===== config.mk =====
export PLATFORM = sky130hd
export DESIGN_NAME = tjx_expander
export DESIGN_NICKNAME = d
export VERILOG_FILES = /design/src/rtl/tjx_pkg.sv /design/src/rtl/tjx_addr_gen.sv /design/src/rtl/tjx_ctrl.sv /design/src/rtl/tjx_jal_build.sv /design/src/rtl/tjx_expander.sv
export SDC_FILE = /design/constraint.sdc
export NUM_CORES = 1
export LEC_CHECK = 0
export ABC_AREA = 1
export ABC_CLOCK_PERIOD_IN_PS = 8800
export BUFFER_PORTS_ARGS = -buffer_cell sky130_fd_sc_hd__buf_2
export CORE_ASPECT_RATIO = 2
export CORE_UTILIZATION = 45
export CTS_CLUSTER_DIAMETER = 80
export DETAILED_ROUTE_END_ITERATION = 12
export GPL_TIMING_DRIVEN = 1
export MAX_ROUTING_LAYER = met4
export PLACE_DENSITY = 0.82
export SETUP_SLACK_MARGIN = 0.5
export SYNTH_ARGS = -nofsm -noshare
export SYNTH_HDL_FRONTEND = slang
export SYNTH_SLANG_ARGS = --single-unit

===== constraint.sdc =====
create_clock -name clk_i -period 8.8 [get_ports clk_i]
set_clock_uncertainty 0.05 [all_clocks]
set_input_delay 2.64 -clock clk_i [delete_from_list [all_inputs] [get_ports clk_i]]
set_output_delay 2.64 -clock clk_i [all_outputs]
set_load 0.02 [all_outputs]

===== src/rtl/tjx_pkg.sv =====
package tjx_pkg;
  typedef enum logic {
    ST_IDLE = 1'b0,
    ST_WAIT = 1'b1
  } tjx_state_e;

  localparam logic [6:0] OPC_JAL   = 7'b1101111;
  localparam logic [4:0] REG_ZERO  = 5'd0;
  localparam logic [4:0] REG_RA    = 5'd1;
  localparam int         JOFF_W    = 21;
endpackage


===== src/rtl/tjx_addr_gen.sv =====
module tjx_addr_gen #(
  parameter int XLEN     = 32,
  parameter int IDX_W    = 8,
  parameter int MODE_W   = 6,
  parameter int LINK_MIN = 32
) (
  input  logic [IDX_W-1:0] idx_i,
  input  logic [XLEN-1:0]  base_i,
  output logic [XLEN-1:0]  addr_o,
  output logic             mode_bad_o,
  output logic             link_o
);
  localparam int ENTRY_SHIFT = $clog2(XLEN / 8);

  logic [XLEN-1:0] base_aligned;
  logic [XLEN-1:0] offset;

  always_comb begin
    base_aligned = {base_i[XLEN-1:MODE_W], {MODE_W{1'b0}}};
    offset       = XLEN'(idx_i) << ENTRY_SHIFT;
    addr_o       = base_aligned + offset;
    mode_bad_o   = |base_i[MODE_W-1:0];
    link_o       = (int'(idx_i) >= LINK_MIN);
  end
endmodule


===== src/rtl/tjx_ctrl.sv =====
module tjx_ctrl
  import tjx_pkg::*;
(
  input  logic clk_i,
  input  logic rst_ni,
  input  logic start_i,
  input  logic gnt_i,
  input  logic rvalid_i,
  output logic req_o,
  output logic stall_o,
  output logic done_o
);
  tjx_state_e state_q, state_d;

  always_comb begin
    state_d = state_q;
    req_o   = 1'b0;
    stall_o = 1'b0;
    done_o  = 1'b0;
    unique case (state_q)
      ST_IDLE: begin
        req_o   = start_i;
        stall_o = start_i;
        if (start_i && gnt_i) state_d = ST_WAIT;
      end
      ST_WAIT: begin
        stall_o = !rvalid_i;
        done_o  = rvalid_i;
        if (rvalid_i) state_d = ST_IDLE;
      end
      default: state_d = ST_IDLE;
    endcase
    if (!rst_ni) begin
      req_o   = 1'b0;
      stall_o = 1'b0;
      done_o  = 1'b0;
    end
  end

  always_ff @(posedge clk_i or negedge rst_ni) begin
    if (!rst_ni) state_q <= ST_IDLE;
    else         state_q <= state_d;
  end
endmodule


===== src/rtl/tjx_jal_build.sv =====
module tjx_jal_build
  import tjx_pkg::*;
#(
  parameter int XLEN = 32
) (
  input  logic [XLEN-1:0] entry_i,
  input  logic [XLEN-1:0] pc_i,
  input  logic            link_i,
  output logic [31:0]     jal_o,
  output logic            bad_o
);
  logic [XLEN-1:0] off;
  logic            in_range;

  always_comb begin
    off      = entry_i - pc_i;
    in_range = (off[XLEN-1:JOFF_W-1] == {(XLEN-JOFF_W+1){off[JOFF_W-1]}});
    bad_o    = !in_range || off[0];
    jal_o    = {off[20], off[10:1], off[11], off[19:12],
                (link_i ? REG_RA : REG_ZERO), OPC_JAL};
  end
endmodule


===== src/rtl/tjx_expander.sv =====
module tjx_expander
  import tjx_pkg::*;
#(
  parameter int XLEN     = 32,
  parameter int IDX_W    = 8,
  parameter int MODE_W   = 6,
  parameter int LINK_MIN = 32
) (
  input  logic            clk_i,
  input  logic            rst_ni,
  input  logic [31:0]     instr_i,
  input  logic [XLEN-1:0] pc_i,
  input  logic            is_tj_i,
  input  logic            illegal_i,
  input  logic            compressed_i,
  input  logic [XLEN-1:0] jvt_i,
  output logic            mem_req_o,
  output logic [XLEN-1:0] mem_addr_o,
  input  logic            mem_gnt_i,
  input  logic            mem_rvalid_i,
  input  logic [XLEN-1:0] mem_rdata_i,
  output logic [31:0]     instr_o,
  output logic            illegal_o,
  output logic            compressed_o,
  output logic            fetch_stall_o
);
  localparam int IDX_LSB = 2;

  logic [IDX_W-1:0] idx;
  logic             mode_bad;
  logic             link;
  logic             start;
  logic             done;
  logic [31:0]      jal_word;
  logic             jal_bad;

  assign idx = instr_i[IDX_LSB +: IDX_W];

  tjx_addr_gen #(
    .XLEN(XLEN), .IDX_W(IDX_W), .MODE_W(MODE_W), .LINK_MIN(LINK_MIN)
  ) u_addr (
    .idx_i      (idx),
    .base_i     (jvt_i),
    .addr_o     (mem_addr_o),
    .mode_bad_o (mode_bad),
    .link_o     (link)
  );

  assign start = is_tj_i && !mode_bad;

  tjx_ctrl u_ctrl (
    .clk_i    (clk_i),
    .rst_ni   (rst_ni),
    .start_i  (start),
    .gnt_i    (mem_gnt_i),
    .rvalid_i (mem_rvalid_i),
    .req_o    (mem_req_o),
    .stall_o  (fetch_stall_o),
    .done_o   (done)
  );

  tjx_jal_build #(.XLEN(XLEN)) u_jal (
    .entry_i (mem_rdata_i),
    .pc_i    (pc_i),
    .link_i  (link),
    .jal_o   (jal_word),
    .bad_o   (jal_bad)
  );

  always_comb begin
    instr_o      = instr_i;
    illegal_o    = illegal_i;
    compressed_o = compressed_i;
    if (is_tj_i) begin
      compressed_o = 1'b1;
      illegal_o    = 1'b0;
      if (mode_bad) begin
        illegal_o = 1'b1;
      end else if (done) begin
        if (jal_bad) illegal_o = 1'b1;
        else         instr_o   = jal_word;
      end
    end
  end
endmodule


==> results of run 1 <==
power groups by stage:
stage               sequential, mW  clock (mW)  combinational [mW]
finish                     0.00473           0               0.317
global route               0.00473           0               0.353
CTS                        0.00473           0               0.311
detailed placement         0.00473           0               0.310
global placement           0.00473           0               0.307
floorplan                  0.00473           0               0.211
synthesized netlist by cell type (all sizes together):
library cell	number	area share
or2	2	0.0032
conb	1	0.00095
inv	199	0.19
nor3	9	0.014
o21bai	1	0.0019
a21oi	21	0.027
nand4	28	0.045
buf	14	0.031
nand3	39	0.053
a21boi	1	0.0019
and3b	1	0.0022
and2	1	0.0016
fa	2	0.010
xor2	18	0.040
a211oi	1	0.0019
nor4	3	0.0064
nor3b	1	0.0019
o21ai	7	0.012
ha	35	0.11
nand3b	2	0.0038
dfrtp	1	0.0064
a31oi	4	0.0064
xnor2	23	0.051
nand2	312	0.30
o22a	1	0.0022
nor2	70	0.074
metal layers:
metal  wire (µm)  vias up  part of all wire  track usage
met5           0        -                 0            -
met4        1261        0             0.089       0.2477
met3         896       84             0.063      0.05527
met2        7475      227              0.53       0.5871
met1        4491     2287              0.32       0.2652
li1            -     2770                 -            -
metrics by stage:
step             util  cells  total power [mW]  instance area, µm²  worst slack [ns]
2_1_floorplan       -    798            0.2157                3934             1.290
3_5_place_dp   0.5936   1085            0.3148                4957            0.7162
4_1_cts        0.5936   1085            0.3161                4957            0.7005
6_report       0.5981   1086            0.3213                4995            0.6913
5_1_grt        0.5981   1086            0.3582                4995            0.5042
3_3_place_gp   0.5936   1085            0.3120                4957            0.7779
final timing paths:
check                                         startpoint                  endpoint
worst max-delay path                            pc_i[20]               instr_o[12]
worst min-delay path            u_ctrl.state_q$_DFF_PN0_  u_ctrl.state_q$_DFF_PN0_
worst max register to register  u_ctrl.state_q$_DFF_PN0_  u_ctrl.state_q$_DFF_PN0_
worst min register to register  u_ctrl.state_q$_DFF_PN0_  u_ctrl.state_q$_DFF_PN0_
max in group asynchronous                         rst_ni  u_ctrl.state_q$_DFF_PN0_
min in group asynchronous                         rst_ni  u_ctrl.state_q$_DFF_PN0_
cells in the final DEF, fill, tap and decap left out, types with 2 or more instances in the layout:
cell type	n
nor2_4	3
nor3_2	3
o21ai_2	3
nand2_2	4
fa_1	2
nor4_1	2
inv_1	193
a21oi_1	21
buf_2	200
xnor2_1	23
nor3_1	6
o21ai_0	4
nand4_1	28
xor2_1	18
ha_1	33
nand2_1	308
a31oi_1	4
ha_2	2
nor2_1	60
buf_4	3
nand3_4	2
conb_1	2
nand3_1	38
nor2_2	7
inv_2	6
nand3b_1	2
cells by family (layout without fill, tap and decap cells):
logic type	count (synthesis)	count (layout)	synth area share
fa+ha+maj	37	37	0.1216
compound gates	36	36	0.05285
other cells	1	2	0.0009542
xor+xnor	41	41	0.09137
simple gates	468	469	0.5056
buf+inv	213	402	0.2213
flops	1	1	0.006366
repair_timing:
item / CTS / global route
setup endpoints to repair: 0 / 32
hold buffers: 0 / 0
resized for setup: 0 / 7
cell type report:
| type | count | area, µm² |
|---|---|---|
| fillers | 937 | 3356 |
| multi-input cells | 585 | 3077 |
| repair buffers | 203 | 1023 |
| inverters | 199 | 747.0 |
| well taps | 98 | 122.6 |
| flip-flops and latches | 1 | 25.02 |
worst register-to-register path: cells and delay by family, from the launching register on:
kind	cells	cell delay (ns)
flip-flops	1	0.35
buffers and inverters	1	0.12
AND/OR/NAND/NOR	2	0.16
==> metrics.csv, run 1 <==
stage;metric;value;unit
synthesis;sequential share of the synthesized area;0.006367;
worst_setup_path;CP max stage cell;ha_1;
global_routing;vias in the first global route;5033;
global_routing;total track usage;0.3217;
finish;ANT cells;0;
global_routing;first-pass GRT wire length;22.02;mm
worst_setup_path;cell family contributing the most delay on the critical path;simple AND/OR/NAND/NOR gates;
global_routing;remaining global-route overflow;0;
drt;Post-DRT Antenna Nets;0;
finish;share of layout cells above drive strength 1;0.2379;
sta;Final setup viols;0;
power;VDD IR max;0.03051;mV
synthesis;Post-Syn Area;3930;µm²
synthesis;Mapped Cells;797;
die;die area;9134;µm²
worst_setup_path;Worst path max stage delay;0.41;ns
drt;vias per cell;4.943;
sta;RSZ-0062 raised after global routing;false;
place;hpwl dp;12.36;mm
synthesis;Yosys cell types;37;
finish;Largest regs;u_ctrl.state_q x1;
worst_setup_path;reg2reg setup slack;8.06;ns
worst_setup_path;cell mode on critical path;nand2_1;
drt;total wire length;14.13;mm
worst_setup_path;Reg2Reg Depth;3;
worst_setup_path;Buf+Inv Stages, Crit Path;6;
sta;fin crit share;0.9214;
place;RePlAce Congestion;1.027;
die;Initial Utilization;0.4706;
worst_setup_path;Setup CP Type;input port to output port;
sta;Final Hold Violating Endpoints;0;
power;P_leak;3.379;nW
sta;Fmax achieved;123.3;MHz
global_routing;largest net degree at the start of global routing;35;
die;FP Rows;47;
worst_setup_path;CP required;6.11;ns
sta;Tmin final;8.109;ns
drt;drt pass-1 iters;4;
drt;DR WL/cell;13.01;µm
finish;max FFs per register;1;
synthesis;Syn Area/Cell;4.931;µm²
sta;Slew Limit Headroom;0.6659;
worst_setup_path;critical path endpoint category;output port;
drt;Iter 0 DRT Violations;159;
clock_tree;Worst-Skew Late Latency;0;ns
die;Die Wd;68.08;µm
sta;Min Hold Slack;0.4445;ns
power;Int Pwr;0.1186;mW
power;pwr/cell area;64.33;nW/µm²
worst_setup_path;CP Launch Type;input port;
power;Switching Fraction;0.6309;
job;Max Cap Viol;0;
sta;setup TNS;0;ns
worst_setup_path;Worst path depth;21;
clock_tree;Post-CTS Repair Setup Buffers;0;
place;# port buffers;200;
status;status;completed;
finish;nets@finish;1162;
worst_setup_path;CP Max Fanout;19;
synthesis;Synth Register Bits;1;
sta;fin. max-slew vios;0;
clock_tree;clock-pin slew on the worst setup and hold paths;0;ns
worst_hold_path;number of cells on the worst hold path;2;
worst_hold_path;worst min path class;flop to flop;
power;Clk pwr share;0;
worst_setup_path;crit path cell chain;buf_2 > inv_1 > ha_1 > nand2_1 > inv_1 > nand2_1 > nand2_1 > a21oi_1 > nor2_1 > nor2_1 > nand3_1 > nand2_1 > nand2_1 > nand2_1 > nand2_1 > nor2_4 > buf_4 > nand4_1 > nand2_1 > inv_1 > buf_2;
finish;Area Growth Syn to Fin;27.09;%
drt;via count;5368;
die;Die Height;134.2;µm
sta;actual slew at the worst max-slew pin;0.4976;ns
power;Flop pwr share;0.015;
worst_setup_path;Worst Path Arrival;5.42;ns
drt;number of remaining DRC errors;0;
synthesis;warning count from the yosys run;0;
die;Ports;203;
global_routing;antenna violations before repair;0;
die;core footprint;8351;µm²
power;switching power;0.2027;mW
power;Gate power share;0.985;
finish;Reg with most FFs;u_ctrl.state_q;
Power figures use the tool's default switching activity.
==> run 2, diff against run 1 <==
--- a/config.mk
+++ b/config.mk
@@ -6,15 +6,15 @@
 export NUM_CORES = 1
 export LEC_CHECK = 0
 export ABC_AREA = 1
-export ABC_CLOCK_PERIOD_IN_PS = 8800
+export ABC_CLOCK_PERIOD_IN_PS = 8900
 export BUFFER_PORTS_ARGS = -buffer_cell sky130_fd_sc_hd__buf_2
-export CORE_ASPECT_RATIO = 2
-export CORE_UTILIZATION = 45
+export CORE_ASPECT_RATIO = 0.5
+export CORE_UTILIZATION = 48
 export CTS_CLUSTER_DIAMETER = 80
 export DETAILED_ROUTE_END_ITERATION = 12
 export GPL_TIMING_DRIVEN = 1
 export MAX_ROUTING_LAYER = met4
-export PLACE_DENSITY = 0.82
+export PLACE_DENSITY = 0.86
 export SETUP_SLACK_MARGIN = 0.5
 export SYNTH_ARGS = -nofsm -noshare
 export SYNTH_HDL_FRONTEND = slang
==> constraint.sdc (replaced) <==
create_clock -name clk_i -period 8.9 [get_ports clk_i]
set_clock_uncertainty 0.05 [all_clocks]
set_input_delay 2.67 -clock clk_i [delete_from_list [all_inputs] [get_ports clk_i]]
set_output_delay 2.67 -clock clk_i [all_outputs]
set_load 0.02 [all_outputs]
==> run 2 against run 1 <==
Worst hold slack lost 0.0026 ns. Total power is 2.2% lower. Global-route usage down 2.8 points. Flip-flop and latch count unchanged. First-iteration DRC count up 58%. Final area rose by 1.1%. Setup slack got worse by 0.0022 ns. Via count fell by 1.1%. Critical path type unchanged. Largest cell class unchanged. Largest power group unchanged.
==> metrics.csv, run 2 (synthesized netlist as in run 1, its figures left out) <==
stage;metric;value;unit;change
status;status;completed;;unchanged
power;pwr/cell area;62.25;nW/µm²;was 64.33 nW/µm²
sta;fin crit share;0.9226;;
worst_setup_path;RR Startpoint;u_ctrl.state_q$_DFF_PN0_;;unchanged
global_routing;remaining global-route overflow;0;;unchanged
die;Die Height;65.99;µm;was 134.2 µm
sta;setup TNS;0;ns;unchanged
sta;final setup margin;0.6891;ns;was 0.6913 ns
power;P_leak;3.402;nW;was 3.379 nW
place;Post-Place Cell Area;4970;µm²;was 4957 µm²
die;core footprint;7625;µm²;was 8351 µm²
worst_hold_path;HP Start;u_ctrl.state_q$_DFF_PN0_;;unchanged
place;# port buffers;200;;unchanged
place;RePlAce Congestion;1.002;;was 1.027
worst_hold_path;worst min path class;flop to flop;;unchanged
job;Max Cap Viol;0;;unchanged
sta;Final Hold Violating Endpoints;0;;unchanged
global_routing;antenna violations before repair;0;;unchanged
die;Die Wd;130.0;µm;was 68.08 µm
die;die area;8576;µm²;was 9134 µm²
finish;nets@finish;1165;;was 1162
worst_setup_path;CP required;6.18;ns;was 6.11 ns
worst_setup_path;Reg2Reg Depth;3;;unchanged
finish;share of layout cells above drive strength 1;0.2402;;was 0.2379
finish;ANT cells;0;;unchanged
global_routing;total track usage;0.2937;;was 0.3217
worst_setup_path;reg2reg setup slack;8.16;ns;was 8.06 ns
finish;Layout fillers;837;;was 937
die;Ports;203;;unchanged
worst_setup_path;CP endpoint;instr_o[20];;was instr_o[12]
drt;Iter 0 DRT Violations;251;;was 159
die;FP Rows;22;;was 47
global_routing;first-pass GRT wire length;19.87;mm;was 22.02 mm
worst_setup_path;CP Max Fanout;8;;was 19
global_routing;largest net degree at the start of global routing;35;;unchanged
drt;Post-DRT Antenna Nets;0;;unchanged
drt;DR WL/cell;11.86;µm;was 13.01 µm
drt;vias per cell;4.830;;was 4.943
finish;Area Growth Syn to Fin;28.43;%;was 27.09%
sta;fin. max-slew vios;0;;unchanged
finish;Largest regs;u_ctrl.state_q x1;;unchanged
die;Initial Utilization;0.5154;;was 0.4706
finish;Post-Layout Inst Area;5047;µm²;was 4995 µm²
drt;number of remaining DRC errors;0;;unchanged
drt;via count;5308;;was 5368
worst_setup_path;CP Launch Type;input port;;unchanged
power;VDD IR max;0.02877;mV;was 0.03051 mV
sta;Tmin final;8.211;ns;
worst_setup_path;end of the worst register-to-register path;u_ctrl.state_q$_DFF_PN0_;;unchanged
worst_setup_path;Worst Path Arrival;5.49;ns;was 5.42 ns
finish;Reg with most FFs;u_ctrl.state_q;;unchanged
place;hpwl dp;11.31;mm;was 12.36 mm
worst_setup_path;Setup CP Type;input port to output port;;unchanged
finish;most common cell after layout, fill and taps aside;nand2_1;;unchanged
clock_tree;clock-pin slew on the worst setup and hold paths;0;ns;about the same
worst_setup_path;critical path endpoint category;output port;;unchanged
sta;Final setup viols;0;;unchanged
finish;Util after Layout;0.6620;;was 0.5981
finish;most frequent cells in the layout;304 x nand2_1, 200 x buf_2, 193 x inv_1;;was 308 x nand2_1, 200 x buf_2, 193 x inv_1
worst_setup_path;CP startpoint;mem_rdata_i[0];;was pc_i[20]
sta;RSZ-0062 raised after global routing;true;;was false
place;Place WS;0.6940;ns;was 0.7162 ns
drt;total wire length;13.03;mm;was 14.13 mm
drt;drt pass-1 iters;5;;was 4
sta;Fmax achieved;121.8;MHz;
clock_tree;Worst-Skew Late Latency;0;ns;about the same
finish;max FFs per register;1;;unchanged
global_routing;vias in the first global route;4584;;was 5033
==> run 2: critical path: stages <==
cell     delay, ns
buf_2         0.10
inv_1         0.04
ha_1          0.14
inv_1         0.09
fa_1          0.41
nand2_1       0.10
nand2_1       0.08
nand3_1       0.11
nand2_2       0.10
nand2_1       0.09
nand2_2       0.07
nand2_1       0.09
nand3_1       0.09
nand2_2       0.15
nand3_1       0.10
nand2_1       0.07
nand2_1       0.08
nor2_4        0.23
nand3_2       0.29
nand2_1       0.15
nand2_1       0.06
inv_1         0.04
buf_2         0.15
==> run 2: metal layers <==
metal  share of wire  global-route usage  vias up
met5               0                   -        -
met4           0.015             0.02907        0
met3           0.062             0.01375       17
met2            0.46              0.5307      183
met1            0.46              0.3768     2330
li1                -                   -     2778
==> run 2: area by class of cell <==
class,instances,area [µm²],area share
flip-flops and latches,1,25.02,0.004958
well taps,108,135.1,0.02677
inverters,199,747.0,0.1480
multi-input cells,586,3082,0.6106
repair buffers,205,1059,0.2097
==> run 2: worst min-delay path by stage <==
stage / cells past startpoint / end / slack, ns
5_1_grt: 2 / u_ctrl.state_q$_DFF_PN0_ / 0.46
3_3_place_gp: 2 / u_ctrl.state_q$_DFF_PN0_ / 0.43
2_1_floorplan: 2 / u_ctrl.state_q$_DFF_PN0_ / 0.42
4_1_cts: 2 / u_ctrl.state_q$_DFF_PN0_ / 0.45
6_report: 2 / u_ctrl.state_q$_DFF_PN0_ / 0.44
3_5_place_dp: 2 / u_ctrl.state_q$_DFF_PN0_ / 0.44
==> run 2: what timing repair did <==
item,in CTS,in global routing
hold buffers,0,0
hold endpoints to repair,0,0
setup buffers,0,2
resized for setup,0,11
endpoints found under the setup margin,0,25
==> run 2: power breakdown <==
group	internal [mW]	switching, mW
sequential	0.00466	0.0000138
combinational	0.116	0.194
clock	0	0
==> run 2: through the flow <==
step / std cells / hold WS [ns] / power (mW)
4_1_cts: 1095 / 0.4450 / 0.3034
2_1_floorplan: 798 / 0.4175 / 0.2133
6_report: 1099 / 0.4419 / 0.3142
5_1_grt: 1099 / 0.4649 / 0.3500
3_3_place_gp: 1095 / 0.4340 / 0.2979
3_5_place_dp: 1095 / 0.4434 / 0.3022
